`config.mk`:
```
export PLATFORM = sky130hd
export DESIGN_NAME = led_colour_pwm
export DESIGN_NICKNAME = d
export VERILOG_FILES = /design/src/rtl/ledpwm_pkg.sv /design/src/rtl/ledpwm_prescale.sv /design/src/rtl/ledpwm_sequencer.sv /design/src/rtl/ledpwm_bank.sv /design/src/rtl/ledpwm_channel.sv /design/src/rtl/led_colour_pwm.sv
export SDC_FILE = /design/constraint.sdc
export NUM_CORES = 2
export LEC_CHECK = 0
export BUFFER_PORTS_ARGS = -buffer_cell sky130_fd_sc_hd__buf_2
export CORE_UTILIZATION = 65
export CTS_BUF_LIST = sky130_fd_sc_hd__clkbuf_4 sky130_fd_sc_hd__clkbuf_8
export DETAILED_ROUTE_END_ITERATION = 6
export MAX_ROUTING_LAYER = met4
export PLACE_DENSITY = 0.82
export SETUP_SLACK_MARGIN = 0.2
export SLEW_MARGIN = 10
export SYNTH_ARGS = -nofsm -noshare
export SYNTH_HDL_FRONTEND = slang
export SYNTH_SLANG_ARGS = --single-unit
```
`constraint.sdc`:
```
create_clock -name clk -period 3.28 [get_ports clk]
set_input_delay 0.492 -clock clk [delete_from_list [all_inputs] [get_ports clk]]
set_output_delay 0.492 -clock clk [all_outputs]
set_load 0.02 [all_outputs]
```
`src/rtl/ledpwm_pkg.sv`:
```
package ledpwm_pkg;

    typedef enum logic [2:0] {
        COL_RED = 3'b001,
        COL_GRN = 3'b010,
        COL_BLU = 3'b100
    } colour_e;

    localparam int STEPS_PER_PERIOD = 256;

    typedef logic [7:0] duty_t;

    function automatic colour_e next_colour(colour_e c);
        case (c)
            COL_RED: next_colour = COL_GRN;
            COL_GRN: next_colour = COL_BLU;
            default: next_colour = COL_RED;
        endcase
    endfunction

    function automatic logic [1:0] colour_idx(colour_e c);
        case (c)
            COL_GRN: colour_idx = 2'd1;
            COL_BLU: colour_idx = 2'd2;
            default: colour_idx = 2'd0;
        endcase
    endfunction

endpackage

```
`src/rtl/ledpwm_prescale.sv`:
```
module ledpwm_prescale #(
    parameter int DIV = 4
) (
    input  logic clk,
    input  logic rst,
    output logic step_en
);
    generate
        if (DIV <= 1) begin : g_direct
            assign step_en = 1'b1;
        end else begin : g_count
            localparam int W = $clog2(DIV);
            logic [W-1:0] div_cnt;
            assign step_en = (div_cnt == W'(DIV - 1));
            always_ff @(posedge clk) begin
                if (rst)          div_cnt <= '0;
                else if (step_en) div_cnt <= '0;
                else              div_cnt <= div_cnt + 1'b1;
            end
        end
    endgenerate
endmodule

```
`src/rtl/ledpwm_sequencer.sv`:
```
module ledpwm_sequencer
    import ledpwm_pkg::*;
#(
    parameter int PERIODS = 4
) (
    input  logic    clk,
    input  logic    rst,
    input  logic    step_en,
    output duty_t   cnt,
    output colour_e colour,
    output logic    load,
    output colour_e load_colour
);
    localparam int PER_W = (PERIODS > 1) ? $clog2(PERIODS) : 1;

    logic [PER_W-1:0] period;
    logic             period_end;
    logic             last_period;

    assign period_end  = step_en && (cnt == 8'hFF);
    assign last_period = (period == PER_W'(PERIODS - 1));
    assign load        = period_end && last_period;
    assign load_colour = next_colour(colour);

    always_ff @(posedge clk) begin
        if (rst) begin
            cnt    <= '0;
            period <= '0;
            colour <= COL_RED;
        end else if (step_en) begin
            cnt <= cnt + 1'b1;
            if (period_end) begin
                period <= last_period ? '0 : period + 1'b1;
                if (last_period) colour <= load_colour;
            end
        end
    end

    p_onehot_r4: assert property (@(posedge clk) disable iff (rst)
        $countones(colour) == 1);

    p_order_r4: assert property (@(posedge clk) disable iff (rst)
        !$stable(colour) |-> colour == next_colour($past(colour)));

    p_align_r5: assert property (@(posedge clk) disable iff (rst)
        !$stable(colour) |-> (cnt == 8'd0 && period == '0));

    p_step_r3: assert property (@(posedge clk) disable iff (rst)
        !step_en |=> $stable(cnt));
endmodule

```
`src/rtl/ledpwm_bank.sv`:
```
module ledpwm_bank
    import ledpwm_pkg::*;
#(
    parameter int NUM_CH = 24,
    parameter int CH_W   = 5
) (
    input  logic                        clk,
    input  logic                        rst,
    input  logic                        wr_en,
    input  logic [CH_W-1:0]             wr_ch,
    input  logic [1:0]                  wr_colour,
    input  duty_t                       wr_duty,
    output logic [NUM_CH-1:0][2:0][7:0] duties
);
    for (genvar i = 0; i < NUM_CH; i++) begin : g_ch
        for (genvar c = 0; c < 3; c++) begin : g_col
            always_ff @(posedge clk) begin
                if (rst)
                    duties[i][c] <= '0;
                else if (wr_en && wr_ch == CH_W'(i) && wr_colour == 2'(c))
                    duties[i][c] <= wr_duty;
            end
        end
    end

    p_ignore_bad_r9: assert property (@(posedge clk) disable iff (rst)
        (wr_en && wr_colour == 2'd3) |=> $stable(duties));
endmodule

```
`src/rtl/ledpwm_channel.sv`:
```
module ledpwm_channel
    import ledpwm_pkg::*;
(
    input  logic  clk,
    input  logic  rst,
    input  logic  load,
    input  duty_t load_duty,
    input  duty_t cnt,
    output logic  pwm
);
    duty_t active;

    always_ff @(posedge clk) begin
        if (rst)       active <= '0;
        else if (load) active <= load_duty;
    end

    assign pwm = (cnt < active);

    p_hold_r8: assert property (@(posedge clk) disable iff (rst)
        !load |=> $stable(active));

    p_dark_r6: assert property (@(posedge clk) disable iff (rst)
        (active == 8'd0) |-> !pwm);
endmodule

```
`src/rtl/led_colour_pwm.sv`:
```
module led_colour_pwm
    import ledpwm_pkg::*;
#(
    parameter int NUM_CH  = 24,
    parameter int CLK_HZ  = 200_000_000,
    parameter int SLOT_US = 3000,
    parameter int PERIODS = 4,
    parameter int CH_W    = (NUM_CH > 1) ? $clog2(NUM_CH) : 1
) (
    input  logic              clk,
    input  logic              rst,
    input  logic              wr_en,
    input  logic [CH_W-1:0]   wr_ch,
    input  logic [1:0]        wr_colour,
    input  logic [7:0]        wr_duty,
    output logic [NUM_CH-1:0] pwm_out,
    output logic [2:0]        colour_en
);
    localparam int SLOT_CYC = (CLK_HZ / 1_000_000) * SLOT_US;
    localparam int RAW_DIV  = SLOT_CYC / (STEPS_PER_PERIOD * PERIODS);
    localparam int STEP_DIV = (RAW_DIV < 1) ? 1 : RAW_DIV;

    logic                        step_en;
    duty_t                       cnt;
    colour_e                     colour;
    logic                        load;
    colour_e                     load_colour;
    logic [NUM_CH-1:0][2:0][7:0] duties;
    logic [1:0]                  load_sel;

    ledpwm_prescale #(.DIV(STEP_DIV)) u_pre (
        .clk(clk), .rst(rst), .step_en(step_en));

    ledpwm_sequencer #(.PERIODS(PERIODS)) u_seq (
        .clk(clk), .rst(rst), .step_en(step_en), .cnt(cnt),
        .colour(colour), .load(load), .load_colour(load_colour));

    ledpwm_bank #(.NUM_CH(NUM_CH), .CH_W(CH_W)) u_bank (
        .clk(clk), .rst(rst), .wr_en(wr_en), .wr_ch(wr_ch),
        .wr_colour(wr_colour), .wr_duty(wr_duty), .duties(duties));

    assign load_sel = colour_idx(load_colour);

    for (genvar i = 0; i < NUM_CH; i++) begin : g_chan
        ledpwm_channel u_ch (
            .clk(clk), .rst(rst), .load(load),
            .load_duty(duties[i][load_sel]), .cnt(cnt), .pwm(pwm_out[i]));
    end

    assign colour_en = colour;
endmodule

```
==> reports/metrics.cfg <==
[status]
status = finished, final reports clean

[power]
p_per_area_nw_per_um2 = 487.5
peakVddDrop_v = 0.0005637
power_leakage_uw = 0.01661

[clock_tree]
postCtsHoldBufs = 0
htreeDepth = 4
clock_sinks = 791
path_clk_slew_ns = 0.07
cts_buffers = 131
cts.path.max_buffers = 3
cts_tree = yes
cts_root_buf = clkbuf_8
clk-insertion-delay-late_ns = 0.83

[synth]
synth_commonest_cells = dfxtp_1, nor2_1, mux2i_1, inv_1, a21oi_1
synth-async-reset-ratio_pct = 0
syn_area_sq_um = 36960
yosys.area.top_type = dfxtp_1
synth-seq-area-share_pct = 42.85
netlist_top_cells_area = dfxtp_1, mux2i_1, ha_1, nor2_1, mux2_2
synthDistinctLibCells = 54
syn-mean-instance-area_sq_um = 9.176
ys_ff_latch = 791
synth_top_area_share_pct = 42.85
synth_fp_nets = 4218
syn-instance-count = 4028
synth_warnings = 0
yosysMostFrequentCell = dfxtp_1
synth_edf_count = 0
synth_ff_type = dfxtp_1

[worst_setup_path]
critPathBufInv = 2
end_kind = primary output
reg2reg_slack_ns = 0.68
path_cells = buf_6, ha_1, a21o_1, a21o_1, a21oi_2, o31a_1, buf_6
rr_worst_depth = 7
r2r_start = u_pre.g_count.div_cnt[0]
slowest_delay_ns = 0.39
critPathRequiredTime_ns = 2.79
worstReg2RegEnd = g_chan[9].u_ch.active[1]
path_class = flop to primary output
cp.arrival_ns = 2.61
cpLargestDelayFamily = compound AO/OA/AOI/OAI gates
critPathSlowestCell = dfxtp_4
cp-start-kind = flop
crit_fanout = 6

[global_route]
antenna_found_initial = 7
overflow = 0
grt_max_degree = 170
grt_pass1_vias = 28905
grt_usage_pct = 35.43
grt_pass1_wl_mm = 156.7

[routing]
drt_pass1_iterations = 6
drtAntennaViolNets = 0
drtIter0Drc = 3211
wl_mm = 100.7
wire_per_inst_um = 20.96
drc = 0
vias = 30112
routed_via_density = 6.268

[run]
drv_cap = 0

[die]
io_pins = 45
row_count = 87
die_x_um = 240.5
core_area_sq_um = 56280
initial_core_util_pct = 65.67
die_height_um = 240.5
die-area_sq_um = 57820

[place]
dpl_cell_area_sq_um = 37550
dpl.hpwl_mm = 56.61
portBuffers = 44
place_congestion = 0.8628

[cells_and_area]
final_layout_size_suffix_gt1_share_pct = 14.77
design_area_sq_um = 40860
nets = 4135
areaGrowthSynthToFinish_pct = 10.56
fillers = 3999

[sta]
fin_skew_ns = 0.03255
fin_crit_sh_pct = 94.44
setup_viol = 0
fmax_mhz = 322.8
rsz0062_at_grt = true
tightest_slew_ns = 1.110
maxSlewHeadroom_pct = 25.83
tns_ns = 0
drv_slew = 0
fin_crit_ns = 3.098
hold_viol = 0

[min_path]
hold_end = u_bank.duties[159]
min_from = wr_duty[7]
hold_class = input pin to flop
min_path_cells = 3

==> kinds of logic (layout without fill, tap and decap cells) <==
logic type | after synthesis | count (layout) | share of synthesized area (%)
buffers and inverters | 653 | 666 | 7.238
DFF | 791 | 791 | 42.85
adders and majority gates | 172 | 172 | 5.823
xor gates and xnor gates | 11 | 11 | 0.2607
muxes | 511 | 511 | 14.27
and+or+nand+nor | 958 | 958 | 12.48
other | 0 | 7 | 0
AOI/OAI and AO/OA | 932 | 932 | 17.09
==> cell usage in the layout, fill, tap and decap left out, types with 11 or more instances in the layout <==
| master | netlist | routed |
|---|---|---|
| inv_1 | 298 | 298 |
| mux2_2 | 126 | 126 |
| dfxtp_1 | 791 | 782 |
| o22a_1 | 66 | 66 |
| clkbuf_8 | 0 | 153 |
| mux2i_1 | 385 | 385 |
| nor3_1 | 14 | 14 |
| buf_12 | 0 | 31 |
| o2111ai_1 | 126 | 126 |
| a21o_1 | 52 | 52 |
| nand3_2 | 28 | 28 |
| o21ai_0 | 103 | 95 |
| o31ai_1 | 114 | 114 |
| a21oi_1 | 280 | 272 |
| clkbuf_4 | 0 | 54 |
| o2bb2ai_1 | 65 | 65 |
| nand2b_1 | 57 | 55 |
| a211oi_1 | 24 | 11 |
| buf_2 | 62 | 28 |
| and3_1 | 24 | 23 |
| nor2_1 | 418 | 415 |
| a211oi_2 | 0 | 13 |
| buf_4 | 29 | 66 |
| o22ai_1 | 66 | 66 |
| nand2_1 | 249 | 249 |
| nand3_1 | 37 | 37 |
| o31a_1 | 14 | 14 |
| nand3b_1 | 72 | 72 |
| nand4_1 | 19 | 19 |
| ha_1 | 172 | 167 |
==> layout make-up <==
class	count	area [sq um]	area share [%]
Antenna cell	7	17.52	0.04287
Clock buffer	207	2511	6.146
Clock inverter	22	192.7	0.4716
Inverter	298	1119	2.737
Multi-Input combinational cell	2584	18750	45.89
Sequential cell	791	15870	38.83
Tap cell	756	945.9	2.315
Timing Repair Buffer	139	1456	3.564
==> routing by layer <==
metal	part of all wire (%)	track usage (%)	vias up
li1	-	-	14012
met1	42	44.74	14421
met2	45	54.92	1374
met3	8.5	6.142	305
met4	4.3	17.14	0
met5	0	-	-
==> worst reg2reg max path: stages, from the launching register on <==
cell       delay (ns)
dfxtp_1          0.40
inv_1            0.06
ha_1             0.19
and4b_1          0.26
and3_4           0.21
a21oi_4          0.86
buf_12           0.34
o2bb2ai_1        0.19
==> through the flow <==
stage / worst slack (ns) / power [uW] / std cells / hold WS [ns] / utilization [%]
floorplan: 0.8890 / 10720 / 4028 / 0.4323 / -
global placement: 0.5343 / 11070 / 4549 / 0.4394 / 66.72
finish: 0.1823 / 19920 / 4804 / 0.07690 / 72.61
global route: 0.1504 / 20430 / 4802 / 0.05228 / 72.60
detailed placement: 0.5490 / 11070 / 4549 / 0.4441 / 66.72
CTS: 0.1697 / 19940 / 4794 / 0.01635 / 72.30
==> sequential cells by signal (all words and copies together) (netlist names) <==
| register | flops |
|---|---|
| u_bank.duties | 576 |
| u_pre.g_count.div_cnt | 10 |
| u_seq.period | 2 |
| g_chan.u_ch.active | 192 |
| u_seq.cnt | 8 |
| u_seq.colour | 3 |
==> where the power goes <==
group | internal [uW] | total (uW) | switching [uW] | leakage [uW]
Combinational | 407 | 1260 | 854 | 0.00880
Clock | 5010 | 9020 | 4010 | 0.00143
Sequential | 9620 | 9640 | 18.5 | 0.00638
==> worst max-delay path by stage <==
| stage | start | end | slack (ns) | cells after the start |
|---|---|---|---|---|
| floorplan | u_seq.cnt[1] | g_chan[0].u_ch.active[1] | 0.89 | 7 |
| global placement | u_seq.cnt[4] | pwm_out[19] | 0.53 | 6 |
| detailed placement | u_seq.cnt[4] | pwm_out[19] | 0.55 | 6 |
| CTS | u_seq.cnt[4] | pwm_out[21] | 0.17 | 8 |
| global route | u_seq.cnt[1] | pwm_out[12] | 0.15 | 6 |
| finish | u_seq.cnt[5] | pwm_out[21] | 0.18 | 7 |
==> repair_timing <==
| action | in CTS | in global routing |
|---|---|---|
| buffers inserted | 15 | 2 |
| pin swaps | 11 | 16 |
| gates resized for setup | 55 | 24 |
| cloned | 1 | 1 |
| endpoints found under the setup margin | 24 | 16 |
Note: power is estimated with default switching activity, not from simulation.
